File: src/rtl/xlat_pkg.sv
package xlat_pkg;
  typedef enum logic [1:0] {
    FLT_NONE     = 2'd0,
    FLT_NONCANON = 2'd1,
    FLT_NOTPRES  = 2'd2,
    FLT_PROT     = 2'd3
  } flt_e;

  localparam logic [1:0] ACC_READ  = 2'd0;
  localparam logic [1:0] ACC_WRITE = 2'd1;
  localparam logic [1:0] ACC_EXEC  = 2'd2;

  localparam int BIT_PRES  = 0;
  localparam int BIT_RW    = 1;
  localparam int BIT_USER  = 2;
  localparam int BIT_LARGE = 7;
  localparam int BIT_NOX   = 63;

  // every bit from vaw-1 upward must match bit vaw-1
  function automatic logic is_canon(input logic [63:0] va, input int unsigned vaw);
    logic ok;
    ok = 1'b1;
    for (int i = 0; i < 64; i++)
      if (i >= int'(vaw) && va[i] != va[vaw-1]) ok = 1'b0;
    return ok;
  endfunction
endpackage

File: src/rtl/xlat_va_split.sv
module xlat_va_split #(
  parameter int VA_W   = 48,
  parameter int IDX_W  = 9,
  parameter int LEVELS = 4,
  localparam int LVL_W = $clog2(LEVELS)
) (
  input  logic [VA_W-1:0]  va,
  input  logic [LVL_W-1:0] lvl,
  output logic [IDX_W-1:0] idx
);
  logic [IDX_W-1:0] idx_arr [LEVELS];

  for (genvar l = 0; l < LEVELS; l++) begin : g_lvl
    assign idx_arr[l] = va[VA_W-1-l*IDX_W -: IDX_W];
  end

  assign idx = idx_arr[lvl];
endmodule

File: src/rtl/xlat_perm_acc.sv
module xlat_perm_acc (
  input  logic clk,
  input  logic rst,
  input  logic clear,
  input  logic upd,
  input  logic ent_rw,
  input  logic ent_user,
  input  logic ent_nox,
  output logic w_now,
  output logic u_now,
  output logic x_now
);
  logic w_q, u_q, x_q;

  always_ff @(posedge clk) begin
    if (rst || clear) begin
      w_q <= 1'b1;
      u_q <= 1'b1;
      x_q <= 1'b1;
    end else if (upd) begin
      w_q <= w_q & ent_rw;
      u_q <= u_q & ent_user;
      x_q <= x_q & ~ent_nox;
    end
  end

  // permissions including the entry currently on the response bus
  assign w_now = w_q & ent_rw;
  assign u_now = u_q & ent_user;
  assign x_now = x_q & ~ent_nox;
endmodule

File: src/rtl/xlat_walker.sv
module xlat_walker
  import xlat_pkg::*;
#(
  parameter int VA_W   = 48,
  parameter int PA_W   = 52,
  parameter int ENT_W  = 64,
  parameter int IDX_W  = 9,
  parameter int OFF_W  = 12,
  parameter int LEVELS = 4,
  localparam int LVL_W  = $clog2(LEVELS),
  localparam int LG_LVL = LEVELS - 2,
  localparam int LG_OFF = OFF_W + IDX_W,
  localparam int ESZ_SH = $clog2(ENT_W / 8)
) (
  input  logic             clk,
  input  logic             rst,
  input  logic             start,
  input  logic [63:0]      vaddr,
  input  logic [1:0]       acc_type,
  input  logic             user_mode,
  input  logic [PA_W-1:0]  root_base,
  output logic             mem_req_valid,
  input  logic             mem_req_ready,
  output logic [PA_W-1:0]  mem_req_addr,
  input  logic             mem_rsp_valid,
  input  logic [ENT_W-1:0] mem_rsp_data,
  output logic             busy,
  output logic             done,
  output logic [1:0]       fault,
  output logic [LVL_W-1:0] fault_level,
  output logic [PA_W-1:0]  paddr,
  output logic             perm_w,
  output logic             perm_u,
  output logic             perm_x
);
  typedef enum logic [1:0] {S_IDLE, S_REQ, S_WAIT} st_e;

  st_e              st;
  logic [VA_W-1:0]  va_q;
  logic [1:0]       acc_q;
  logic             usr_q;
  logic [PA_W-1:0]  base_q;
  logic [LVL_W-1:0] lvl_q;
  logic             busy_q, done_q;
  logic [1:0]       flt_q;
  logic [LVL_W-1:0] flvl_q;
  logic [PA_W-1:0]  pa_q;
  logic             pw_q, pu_q, px_q;

  logic [IDX_W-1:0] idx;
  logic             w_now, u_now, x_now;
  logic             ent_p, is_leaf, is_large, viol;
  logic             accept, unused_bits;

  xlat_va_split #(.VA_W(VA_W), .IDX_W(IDX_W), .LEVELS(LEVELS)) u_split (
    .va(va_q), .lvl(lvl_q), .idx(idx)
  );

  assign ent_p    = mem_rsp_data[BIT_PRES];
  assign is_large = (lvl_q == LVL_W'(LG_LVL)) && mem_rsp_data[BIT_LARGE];
  assign is_leaf  = (lvl_q == LVL_W'(LEVELS-1)) || is_large;
  assign viol     = (acc_q == ACC_WRITE && !w_now) ||
                    (usr_q && !u_now) ||
                    (acc_q == ACC_EXEC && !x_now);
  assign accept   = (st == S_IDLE) && start;

  xlat_perm_acc u_perm (
    .clk(clk), .rst(rst),
    .clear(accept),
    .upd(st == S_WAIT && mem_rsp_valid && ent_p && !is_leaf),
    .ent_rw(mem_rsp_data[BIT_RW]),
    .ent_user(mem_rsp_data[BIT_USER]),
    .ent_nox(mem_rsp_data[BIT_NOX]),
    .w_now(w_now), .u_now(u_now), .x_now(x_now)
  );

  assign unused_bits = ^{mem_rsp_data[ENT_W-2:PA_W], mem_rsp_data[OFF_W-1:BIT_LARGE+1],
                         mem_rsp_data[BIT_LARGE-1:BIT_USER+1]};

  always_ff @(posedge clk) begin
    if (rst) begin
      st     <= S_IDLE;
      va_q   <= '0;
      acc_q  <= ACC_READ;
      usr_q  <= 1'b0;
      base_q <= '0;
      lvl_q  <= '0;
      busy_q <= 1'b0;
      done_q <= 1'b0;
      flt_q  <= FLT_NONE;
      flvl_q <= '0;
      pa_q   <= '0;
      pw_q   <= 1'b0;
      pu_q   <= 1'b0;
      px_q   <= 1'b0;
    end else begin
      done_q <= 1'b0;
      case (st)
        S_IDLE: if (start) begin
          va_q  <= vaddr[VA_W-1:0];
          acc_q <= acc_type;
          usr_q <= user_mode;
          if (!is_canon(vaddr, VA_W)) begin
            done_q <= 1'b1;
            flt_q  <= FLT_NONCANON;
            flvl_q <= '0;
            pa_q   <= '0;
            pw_q   <= 1'b0;
            pu_q   <= 1'b0;
            px_q   <= 1'b0;
          end else begin
            busy_q <= 1'b1;
            base_q <= root_base;
            lvl_q  <= '0;
            st     <= S_REQ;
          end
        end
        S_REQ: if (mem_req_ready) st <= S_WAIT;
        S_WAIT: if (mem_rsp_valid) begin
          if (!ent_p || is_leaf) begin
            st     <= S_IDLE;
            busy_q <= 1'b0;
            done_q <= 1'b1;
            flvl_q <= lvl_q;
            if (!ent_p || viol) begin
              flt_q <= !ent_p ? FLT_NOTPRES : FLT_PROT;
              pa_q  <= '0;
              pw_q  <= 1'b0;
              pu_q  <= 1'b0;
              px_q  <= 1'b0;
            end else begin
              flt_q <= FLT_NONE;
              pa_q  <= is_large ? {mem_rsp_data[PA_W-1:LG_OFF], va_q[LG_OFF-1:0]}
                                : {mem_rsp_data[PA_W-1:OFF_W], va_q[OFF_W-1:0]};
              pw_q  <= w_now;
              pu_q  <= u_now;
              px_q  <= x_now;
            end
          end else begin
            base_q <= {mem_rsp_data[PA_W-1:OFF_W], {OFF_W{1'b0}}};
            lvl_q  <= lvl_q + 1'b1;
            st     <= S_REQ;
          end
        end
        default: st <= S_IDLE;
      endcase
    end
  end

  assign mem_req_valid = (st == S_REQ);
  assign mem_req_addr  = base_q + (PA_W'(idx) << ESZ_SH);
  assign busy          = busy_q;
  assign done          = done_q;
  assign fault         = flt_q;
  assign fault_level   = flvl_q;
  assign paddr         = pa_q;
  assign perm_w        = pw_q;
  assign perm_u        = pu_q;
  assign perm_x        = px_q;
endmodule

File: config.mk
export PLATFORM = sky130hd
export DESIGN_NAME = xlat_walker
export DESIGN_NICKNAME = d
export VERILOG_FILES = /design/src/rtl/xlat_pkg.sv /design/src/rtl/xlat_va_split.sv /design/src/rtl/xlat_perm_acc.sv /design/src/rtl/xlat_walker.sv
export SDC_FILE = /design/constraint.sdc
export NUM_CORES = 1
export LEC_CHECK = 0
export ABC_AREA = 1
export BUFFER_PORTS_ARGS = -buffer_cell sky130_fd_sc_hd__buf_4
export CORE_ASPECT_RATIO = 0.6
export CORE_MARGIN = 2
export CORE_UTILIZATION = 52
export DETAILED_ROUTE_END_ITERATION = 16
export GPL_TIMING_DRIVEN = 0
export MAX_ROUTING_LAYER = met4
export PLACE_DENSITY = 0.79
export SLEW_MARGIN = 20
export SYNTH_ARGS = -nofsm -noshare
export SYNTH_HDL_FRONTEND = slang
export SYNTH_SLANG_ARGS = --single-unit
File: constraint.sdc
create_clock -name clk -period 3.82 [get_ports clk]
set_input_delay 0.382 -clock clk [delete_from_list [all_inputs] [get_ports clk]]
set_output_delay 0.382 -clock clk [all_outputs]
set_load 0.05 [all_outputs]
==> Flow_metrics.wiki <==
{| class="wikitable"
! Metric !! Value
|-
| Outcome || complete, no violations
|-
| Post-route total power || 4.31 mW
|-
| Total leakage power || 6.54 nW
|-
| DR pass1 iterations || 5
|-
| Part of the cycle the worst path needs || 98.8%
|-
| Number of pins with negative max-slew slack in the final report || 0
|-
| Clock tree from TritonCTS || built
|-
| Max-Slew Margin vs Limit || 47.4%
|-
| Crit path max-delay family || compound AO/OA/AOI/OAI gates
|-
| Routed wire length on met3 || 5.21 mm
|-
| Aggregate global-route resource usage || 40.4%
|-
| Number of distinct library cells after synthesis || 37
|-
| Top FF cell, synth || dfxtp_1
|-
| Arrival time of data at the critical path endpoint || 3.39 ns
|-
| Number of antenna violations at the first check in global routing || 0
|-
| Number of failing hold endpoints at the final stage || 0
|-
| Final cell count without fillers || 2169
|-
| CTS buffer count || 17
|-
| CP max stage delay || 0.35 ns
|-
| Worst slack after detailed placement || -0.273 ns
|-
| Number of antenna-violating nets in the routed design || 0
|-
| Die H || 110 µm
|-
| Max Clock Skew || 0.00873 ns
|-
| Highest routed layer || met4
|-
| Setup CP Type || reg -> out
|-
| Source-to-sink clock delay at the later pin of the worst-skew pair || 0.44 ns
|-
| Final Critical Period || 3.78 ns
|-
| Htree depth || 4
|-
| Fmax || 0.265 GHz
|-
| CTS Root Cell || clkbuf_16
|-
| Total length of routed met2 wires || 15.9 mm
|-
| Endpoint class of the critical path || primary output
|-
| Total global routing overflow || 0
|-
| Wire length after detailed routing || 39.8 mm
|-
| Net switching share of the total power || 29.7%
|-
| Estimated wirelength of the detail-placed design || 31.3 mm
|-
| Number of DRC markers in iteration 0 || 1386
|-
| Number of register bits inferred by synthesis || 171
|-
| Most frequent CP cell || nand2_1
|-
| Worst-path cell chain || buf_6 -> inv_2 -> buf_8 -> o21ai_0 -> o22ai_1 -> ha_1 -> a21oi_1 -> nand2_2 -> a21oi_4 -> buf_4 -> nor2_4 -> buf_12 -> nand2_1 -> nand2_1 -> nand2_1 -> buf_4
|-
| Synthesized instance count || 1606
|-
| Total of hold buffers inserted after clock tree synthesis || 0
|-
| Part of the power in registers || 44.1%
|-
| Share of layout cells above drive strength 1 || 20.7%
|-
| Post-synthesis instance area || 9730 µm²
|-
| Area of the core || 18200 µm²
|-
| Net Switching || 1.28 mW
|-
| Min setup slack post-route || 0.0440 ns
|-
| Number of global-route vias before repair || 10.8k
|-
| # setup viols final || 0
|-
| Clock transition at the registers of the reported paths || 0.07 ns
|-
| Number of flops mapped to enable cells by yosys || 0
|-
| Number of antenna diodes || 0
|-
| Synthesis Warnings || 0
|-
| Count of buffers inserted at the top-level ports || 280
|-
| Number of clock sinks || 171
|-
| Number of remaining DRC errors || 0
|-
| Transition time at the pin with the least slew margin || 0.784 ns
|-
| Routability cong. || 1.01
|-
| Total Nets Final || 2116
|-
| Type of element launching the critical path || flop
|-
| CP Data Required Time || 3.44 ns
|-
| Cell internal pwr || 3.03 mW
|-
| Die outline area || 19900 µm²
|-
| Pwr dens || 330 nW/µm²
|-
| Maximum ir drop on the vdd rail || 0.349 mV
|-
| I/O pin count || 302
|-
| Max-cap check violation count || 0
|-
| Die X-Extent || 181 µm
|-
| Number of placed instances with taps included || 2126
|-
| Synthesis-to-finish area growth || 34.0%
|-
| Combinational fraction of design power || 14.8%
|-
| Site row count || 38
|-
| Highest-delay cell along the critical path || a21oi_1
|-
| Largest net degree at the start of global routing || 18
|-
| Unrepaired setup endpoints after global routing || no
|-
| Global-route wire length before repair || 59.3 mm
|-
| Share of synthesized area occupied by flip-flops and latches || 35.2%
|-
| Drt via density || 5.56
|-
| Clk pwr share || 41.1%
|-
| Buffering stage count on the worst path with inverters included || 6
|-
| Path category of the worst min-delay check || in -> reg
|-
| Total routed wire length on the met1 layer || 17.8 mm
|-
| Via count || 12.1k
|-
| Buffer depth of the longest clock path || 2
|-
| Wire per inst || 18.3 µm
|-
| Starting density of the core || 53.4%
|-
| Async set or reset register ratio after synthesis || 0%
|-
| Synthesized net count || 1806
|-
| Top fanout value on the critical path || 10
|-
| Average footprint of a synthesized cell || 6.06 µm²
|}
## path summary, 6_finish.rpt
kind | from | endpoint | cells after the start | slack, ns
setup / recovery | lvl_q[1] | mem_req_addr[46] | 16 | 0.04
hold / removal | vaddr[17] | va_q[17] | 3 | 0.19
setup reg to reg | lvl_q[0] | base_q[24] | 12 | 1.33
hold reg to reg | u_perm.w_q | u_perm.w_q | 2 | 0.47
## layout by cell type (no fill, tap or decap), types with 9 or more instances in the layout
cell type	instances
buf_2	14
o21ai_1	18
nand4_1	39
nor3_1	31
xor2_1	23
nor2_1	371
ha_1	9
a21oi_1	82
inv_1	122
dfxtp_1	170
clkbuf_1	55
nand3_1	63
nand2_1	416
buf_4	294
clkbuf_16	17
o21ai_0	109
## cells in the mapped netlist (3+ instances only)
library cell	number	area, µm²
xor2_1	28	245
buf_2	14	70.1
buf_4	4	30.0
ha_1	11	138
o21ai_1	16	80.1
o21ai_0	112	561
o22ai_1	8	50.1
inv_2	3	11.3
a21oi_1	86	430
nand3_1	64	320
nand4_1	39	244
nand2_2	3	18.8
nor3_1	31	155
clkbuf_1	60	225
nor2_1	376	1410
nand2_1	424	1590
buf_1	6	22.5
inv_1	123	462
dfxtp_1	171	3420
buf_6	5	56.3
## sequential cells by signal (all words and copies together), names as in the netlist
name and cells:
perm_u 1, busy 1, st 2, base_q 52, done 1, u_perm.x_q 1
u_perm.w_q 1, usr_q 1, acc_q 2, perm_x 1, fault 2, fault_level 2
paddr 52, u_perm.u_q 1, lvl_q 2, perm_w 1, va_q 48
## area by class of cell
cell class	instances	area, µm²
buffer	89	439
clock buffer	18	429
clock inverter	14	160
fill	1561	5170
inverter	128	480
multi-input combinational	1218	5600
sequential	171	3420
tap	240	300
timing repair buffer	291	2200
## routing by layer
metal	GRT usage [%]	vias up
li1	-	5714
met1	57.2	5535
met2	57.6	740
met3	9.97	67
met4	10.1	0
met5	-	-
## power by group through the flow
stage	Combinational [mW]	Sequential (mW)	Clock [mW]
5_1_grt	0.683	1.90	1.84
2_1_floorplan	0.245	2.02	0
3_5_place_dp	0.621	1.93	0
6_report	0.639	1.90	1.77
3_3_place_gp	0.607	1.93	0
4_1_cts	0.627	1.89	1.75
## worst register-to-register path, cell delays in order (launching register included)
cell	delay [ns]
dfxtp_2	0.36
inv_1	0.07
clkbuf_4	0.19
ha_1	0.23
nand2_2	0.15
nand2_1	0.07
nor2_1	0.12
nand2_1	0.10
nand2_1	0.21
nand3_4	0.17
clkbuf_1	0.23
nor2_1	0.35
nor2_1	0.09
## through the flow
stage               utilization (%)  TNS (ns)  instance area (µm²)  hold slack (ns)
floorplan                         -         0                 9730            0.429
global placement               66.6     -2.07                12100            0.434
detailed placement             66.6     -3.62                12100            0.449
CTS                            70.8         0                12900            0.191
global route                   71.6         0                13000            0.207
finish                         71.6         0                13000            0.193
## repair_timing
item | CTS | global route
setup buffers | 5 | 6
setup endpoints to repair | 43 | 34
gates resized for setup | 36 | 29
gates cloned | 0 | 0
pin swaps | 5 | 9
## logic make-up after synthesis
| family | Yosys count | share of synthesized area, % |
|---|---|---|
| flops | 171 | 35.2 |
| buf+inv | 217 | 9.09 |
| compound gates | 226 | 11.9 |
| simple gates | 951 | 39.7 |
| xor+xnor | 29 | 2.61 |
| fa+ha+maj | 12 | 1.62 |
(Power assumes the default switching activity.)
